[src/rtl/rsqrt_pkg.sv]
package rsqrt_pkg;
  localparam int unsigned FW = 32;
  localparam int unsigned MW = 24;
  localparam int unsigned EXW = 10;
  localparam logic [7:0] BIAS = 8'd127;
  localparam logic [FW-1:0] THREE_HALVES = 32'h3fc00000;

  function automatic logic [FW-1:0] pack_rne(input logic s, input logic signed [EXW-1:0] e,
                                             input logic [MW-1:0] m, input logic g,
                                             input logic st);
    logic [MW:0] mr;
    logic signed [EXW-1:0] ef;
    mr = {1'b0, m} + {{MW{1'b0}}, (g & (st | m[0]))};
    ef = e;
    if (mr[MW]) ef = e + EXW'(1);
    return {s, ef[7:0], mr[MW-2:0]};
  endfunction
endpackage

[src/rtl/rsqrt_lzc.sv]
module rsqrt_lzc #(
  parameter int unsigned W  = 27,
  localparam int unsigned OW = $clog2(W + 1)
) (
  input  logic [W-1:0]  a_i,
  output logic [OW-1:0] cnt_o
);
  always_comb begin
    cnt_o = OW'(W);
    for (int i = 0; i < W; i++) begin
      if (a_i[i]) cnt_o = OW'(W - 1 - i);
    end
  end
endmodule

[src/rtl/rsqrt_fmul.sv]
module rsqrt_fmul
  import rsqrt_pkg::*;
(
  input  logic [FW-1:0] a_i,
  input  logic [FW-1:0] b_i,
  output logic [FW-1:0] y_o
);
  localparam int unsigned PW = 2 * MW;

  logic [MW-1:0] ma, mb;
  logic [PW-1:0] prod;
  logic signed [EXW-1:0] esum;
  logic [MW-1:0] mant;
  logic g, st;

  assign ma   = {1'b1, a_i[22:0]};
  assign mb   = {1'b1, b_i[22:0]};
  assign prod = ma * mb;
  assign esum = $signed(EXW'(a_i[30:23])) + $signed(EXW'(b_i[30:23])) - $signed(EXW'(BIAS));

  always_comb begin
    if (prod[PW-1]) begin
      mant = prod[PW-1 -: MW];
      g    = prod[PW-1-MW];
      st   = |prod[PW-2-MW:0];
    end else begin
      mant = prod[PW-2 -: MW];
      g    = prod[PW-2-MW];
      st   = |prod[PW-3-MW:0];
    end
    y_o = pack_rne(a_i[31] ^ b_i[31], esum + EXW'(prod[PW-1]), mant, g, st);
  end
endmodule

[src/rtl/rsqrt_fsub.sv]
// a_i - b_i, caller guarantees a_i >= b_i > 0
module rsqrt_fsub
  import rsqrt_pkg::*;
(
  input  logic [FW-1:0] a_i,
  input  logic [FW-1:0] b_i,
  output logic [FW-1:0] y_o
);
  localparam int unsigned XW = MW + 3;
  localparam int unsigned SW = MW + XW;
  localparam int unsigned LW = $clog2(XW + 1);

  logic [7:0] d, dsh;
  logic [SW-1:0] sh;
  logic [XW-1:0] mb_x, diff, norm;
  logic [LW-1:0] lz;

  assign d    = a_i[30:23] - b_i[30:23];
  assign dsh  = (d > 8'(SW - 1)) ? 8'(SW - 1) : d;
  assign sh   = {1'b1, b_i[22:0], {XW{1'b0}}} >> dsh;
  assign mb_x = {sh[SW-1 -: XW-1], |sh[SW-XW:0]};
  assign diff = {1'b1, a_i[22:0], 3'b000} - mb_x;

  rsqrt_lzc #(.W(XW)) u_lzc (.a_i(diff), .cnt_o(lz));

  assign norm = diff << lz;
  assign y_o  = pack_rne(1'b0, $signed(EXW'(a_i[30:23])) - $signed(EXW'(lz)),
                         norm[XW-1 -: MW], norm[2], |norm[1:0]);
endmodule

[src/rtl/rsqrt_magic.sv]
module rsqrt_magic
  import rsqrt_pkg::*;
#(
  parameter int unsigned LATENCY = 12,
  parameter logic [31:0] MAGIC   = 32'h5f3759df
) (
  input  logic        clk_i,
  input  logic        rst_ni,
  input  logic        start_i,
  input  logic [31:0] x_i,
  output logic        done_o,
  output logic [31:0] y_o,
  output logic        invalid_o
);
  // step schedule needs at least 7 cycles
  localparam int unsigned CW   = $clog2(LATENCY);
  localparam logic [CW-1:0] LAST = CW'(LATENCY - 1);

  logic          busy_q;
  logic [CW-1:0] cnt_q;
  logic [FW-1:0] x_q, y0_q, xh_q, acc_q, t_q, r_q, y_q;
  logic          inv_q, done_q, invalid_q;

  logic [FW-1:0] y0_d, xh_d, ma, mb, mul_y, sub_y;
  logic          inv_d;

  // seed: shift is pure wiring
  assign y0_d  = MAGIC - {1'b0, x_q[31:1]};
  assign xh_d  = (x_q[30:23] <= 8'd1) ? '0 : {x_q[31], x_q[30:23] - 8'd1, x_q[22:0]};
  assign inv_d = x_q[31] | (x_q[30:23] == 8'd0);

  always_comb begin
    case (cnt_q)
      CW'(2):  begin ma = acc_q; mb = y0_q;         end
      CW'(3):  begin ma = acc_q; mb = xh_q;         end
      CW'(4):  begin ma = y0_q;  mb = THREE_HALVES; end
      default: begin ma = y0_q;  mb = y0_q;         end
    endcase
  end

  rsqrt_fmul u_mul (.a_i(ma), .b_i(mb), .y_o(mul_y));
  rsqrt_fsub u_sub (.a_i(t_q), .b_i(acc_q), .y_o(sub_y));

  always_ff @(posedge clk_i or negedge rst_ni) begin
    if (!rst_ni) begin
      busy_q <= 1'b0; cnt_q <= '0; x_q <= '0; y0_q <= '0; xh_q <= '0;
      acc_q <= '0; t_q <= '0; r_q <= '0; y_q <= '0; inv_q <= 1'b0;
      done_q <= 1'b0; invalid_q <= 1'b0;
    end else begin
      done_q <= 1'b0;
      if (!busy_q) begin
        if (start_i) begin
          x_q    <= x_i;
          busy_q <= 1'b1;
          cnt_q  <= '0;
        end
      end else begin
        cnt_q <= cnt_q + CW'(1);
        case (cnt_q)
          CW'(0): begin y0_q <= y0_d; xh_q <= xh_d; inv_q <= inv_d; end
          CW'(1), CW'(2), CW'(3): acc_q <= mul_y;
          CW'(4): t_q <= mul_y;
          CW'(5): r_q <= sub_y;
          default: ;
        endcase
        if (cnt_q == LAST) begin
          busy_q    <= 1'b0;
          done_q    <= 1'b1;
          y_q       <= r_q;
          invalid_q <= inv_q;
        end
      end
    end
  end

  assign done_o    = done_q;
  assign y_o       = y_q;
  assign invalid_o = invalid_q;

  // independent latency monitor
  logic [15:0] lat_q;
  always_ff @(posedge clk_i or negedge rst_ni) begin
    if (!rst_ni)                  lat_q <= 16'hffff;
    else if (!busy_q && start_i)  lat_q <= '0;
    else if (lat_q != 16'hffff)   lat_q <= lat_q + 16'd1;
  end

  a_r5_fixed_latency: assert property (@(posedge clk_i) disable iff (!rst_ni)
    done_o |-> lat_q == 16'(LATENCY));
  a_r6_done_pulse: assert property (@(posedge clk_i) disable iff (!rst_ni)
    done_o |=> !done_o);
  a_r7_operand_frozen: assert property (@(posedge clk_i) disable iff (!rst_ni)
    busy_q |=> $stable(x_q));
  a_r3_result_positive: assert property (@(posedge clk_i) disable iff (!rst_ni)
    (done_o && !invalid_o) |-> (!y_o[31] && y_o[30:23] != 8'd0));
endmodule

[config.mk]
export PLATFORM = sky130hd
export DESIGN_NAME = rsqrt_magic
export DESIGN_NICKNAME = d
export VERILOG_FILES = /design/src/rtl/rsqrt_pkg.sv /design/src/rtl/rsqrt_lzc.sv /design/src/rtl/rsqrt_fmul.sv /design/src/rtl/rsqrt_fsub.sv /design/src/rtl/rsqrt_magic.sv
export SDC_FILE = /design/constraint.sdc
export NUM_CORES = 2
export LEC_CHECK = 0
export BUFFER_PORTS_ARGS = -buffer_cell sky130_fd_sc_hd__buf_2
export CAP_MARGIN = 0
export CORE_MARGIN = 2
export CORE_UTILIZATION = 35
export DETAILED_ROUTE_END_ITERATION = 12
export GPL_TIMING_DRIVEN = 1
export PLACE_DENSITY_LB_ADDON = 0.3
export SLEW_MARGIN = 20
export SYNTH_ARGS = -nofsm -noshare
export SYNTH_HDL_FRONTEND = slang
export SYNTH_HIERARCHICAL = 1
export SYNTH_SLANG_ARGS = --single-unit
[constraint.sdc]
create_clock -name clk_i -period 12.19 [get_ports clk_i]
set_input_delay 0.6095 -clock clk_i [delete_from_list [all_inputs] [get_ports clk_i]]
set_output_delay 0.6095 -clock clk_i [all_outputs]
set_load 0.02 [all_outputs]
==> run_results.csv <==
group,metric,value,unit
synth,syn_nets,5345,
clock_tree,clkLatencyLatePin,0.59,ns
synth,ys_warn_count,6,
synth,netlist_area,0.0393,mm²
placement,place_congestion,1.01,
sta,slew_headroom,0.227,
clock_tree,root_buffer,"clkbuf_16",
route,detail-route-antenna-nets,0,
route,drc,0,
route,drtIter0Drc,3303,
flow_run,drv_cap,0,
status,status,"finished, final reports clean",
sta,worstMarginPinSlew,1.16,ns
placement,place_area,0.0417,mm²
final_layout,final_area,0.0425,mm²
route,viasPerCell,5.63,
worst_setup_path,critPathBufInv,9,
route,wl,137000,µm
placement,place_hpwl,108000,µm
final_layout,final_cells,6086,
floorplanning,die_w,339,µm
global_route,grt_max_degree,106,
sta,max_freq,86.6,MHz
global_route,grt_first_pass_wirelength,211000,µm
final_layout,nets,5336,
sta,setup_viol,0,
worst_setup_path,cp-start-kind,"flop",
synth,postSynthAreaPerCell,8.56,µm²
global_route,grt_pass1_vias,33900,
sta,skew,0.0515,ns
worst_setup_path,worst_path_max_delay_cell,"a2111oi_4",
clock_tree,path_clk_slew,0.07,ns
worst_setup_path,critPathKind,"reg -> reg",
global_route,overflow,0,
placement,dp.cells,6043,
global_route,grt_usage,0.234,
sta,setup_tns,0,ns
sta,rsz0062_at_grt,"no",
floorplanning,fp.dieArea,0.115,mm²
sta,hold_viol_final,0,
clock_tree,cts_made_buffers,24,
route,num_vias,34300,
global_route,antenna_found_initial,4,
floorplanning,num_io_pins,69,
floorplanning,num_rows,122,
sta,fin_crit,11.55,ns
final_layout,drive_gt1_frac,0.118,
route,drt-pass1-iter-count,8,
placement,numPortBuffers,68,
worst_setup_path,slowest_delay,0.61,ns
synth,syn_inst,4591,
hold_path,hold_class,"in -> async",
final_layout,fillers,11400,
floorplanning,die_h,339,µm
clock_tree,cts_max_level,1,
worst_setup_path,crit_family,"adder cells",
clock_tree,cts_sinks,228,
clock_tree,cts_buffer_depth,3,
route,detail_route.wl_per_cell,22.5,µm
worst_setup_path,cp.required,12.65,ns
worst_setup_path,arrival,12.01,ns
sta,finalMaxSlewViolations,0,
floorplanning,start_util,0.354,
clock_tree,cts_tree,"built",
worst_setup_path,crit_path_max_fanout,23,
worst_setup_path,worst_setup_path_end_kind,"flop",
final_layout,area_delta_synth_final,8.11,%
floorplanning,core,0.111,mm²
clock_tree,cts_setup_buffers,0,
sta,fin_crit_sh,0.947,
final timing paths:
| check | startpoint | end | slack (ns) | cells after the start |
|---|---|---|---|---|
| setup / recovery | cnt_q[0] | t_q[24] | 0.64 | 38 |
| hold / removal | rst_ni | y_o[3] | 0.06 | 1 |
| setup reg to reg | cnt_q[0] | t_q[24] | 0.64 | 38 |
| hold reg to reg | r_q[3] | y_o[3] | 0.46 | 2 |
| max in group asynchronous | rst_ni | y0_q[17] | 9.97 | 3 |
| min in group clk_i | x_i[17] | x_q[17] | 0.23 | 3 |
cell usage in the layout (no fill, tap or decap), drive strengths merged, types with 153 or more instances in the layout:
cell type / instances
o21ai: 153
nor2: 254
dfrtp: 228
inv: 567
ha: 234
mux2: 166
buf: 228
and2: 271
nand2: 607
fa: 485
a21oi: 187
routing by layer:
metal / part of all wire / track usage / up-vias / wire (µm)
met5: 0.00026 / 0 / - / 35
met3: 0.079 / 0.0442 / 268 / 10800
met2: 0.44 / 0.359 / 1501 / 60200
met4: 0.038 / 0.0782 / 6 / 5250
met1: 0.44 / 0.330 / 17000 / 60600
li1: - / - / 15500 / -
state kept, by name, summed over array words and instances (netlist names):
register	count
r_q	32
x_q	32
y_o	32
acc_q	31
t_q	31
xh_q	31
y0_q	31
cnt_q	4
busy_q	1
done_o	1
inv_q	1
invalid_o	1
final cells by class:
cell class	instances	area, µm²	share of cell area
Multi-Input combinational cell	3529	30400	0.715
Sequential cell	228	5710	0.134
Inverter	571	2140	0.0504
Tap cell	1488	1860	0.0438
Timing Repair Buffer	228	1620	0.0382
Clock buffer	31	667	0.0157
Clock inverter	10	93.8	0.00221
Antenna cell	1	2.50	0.0000589
through the flow:
stage / hold WS [ns] / utilization / setup WS [ns]
2_1_floorplan: 0.314 / - / 1.62
3_3_place_gp: 0.445 / 0.376 / 0.765
3_5_place_dp: 0.451 / 0.376 / 0.552
4_1_cts: 0.107 / 0.383 / 0.551
5_1_grt: 0.114 / 0.383 / 0.0528
6_report: 0.0641 / 0.383 / 0.643
what timing repair did:
action                     4_1_cts  5_1_grt
hold buffers                     0        0
setup endpoints to repair        0       18
gates resized for setup          0        4
Power is not shown: default switching activity piles up to over one toggle a cycle in this logic, so the estimate is an artifact.
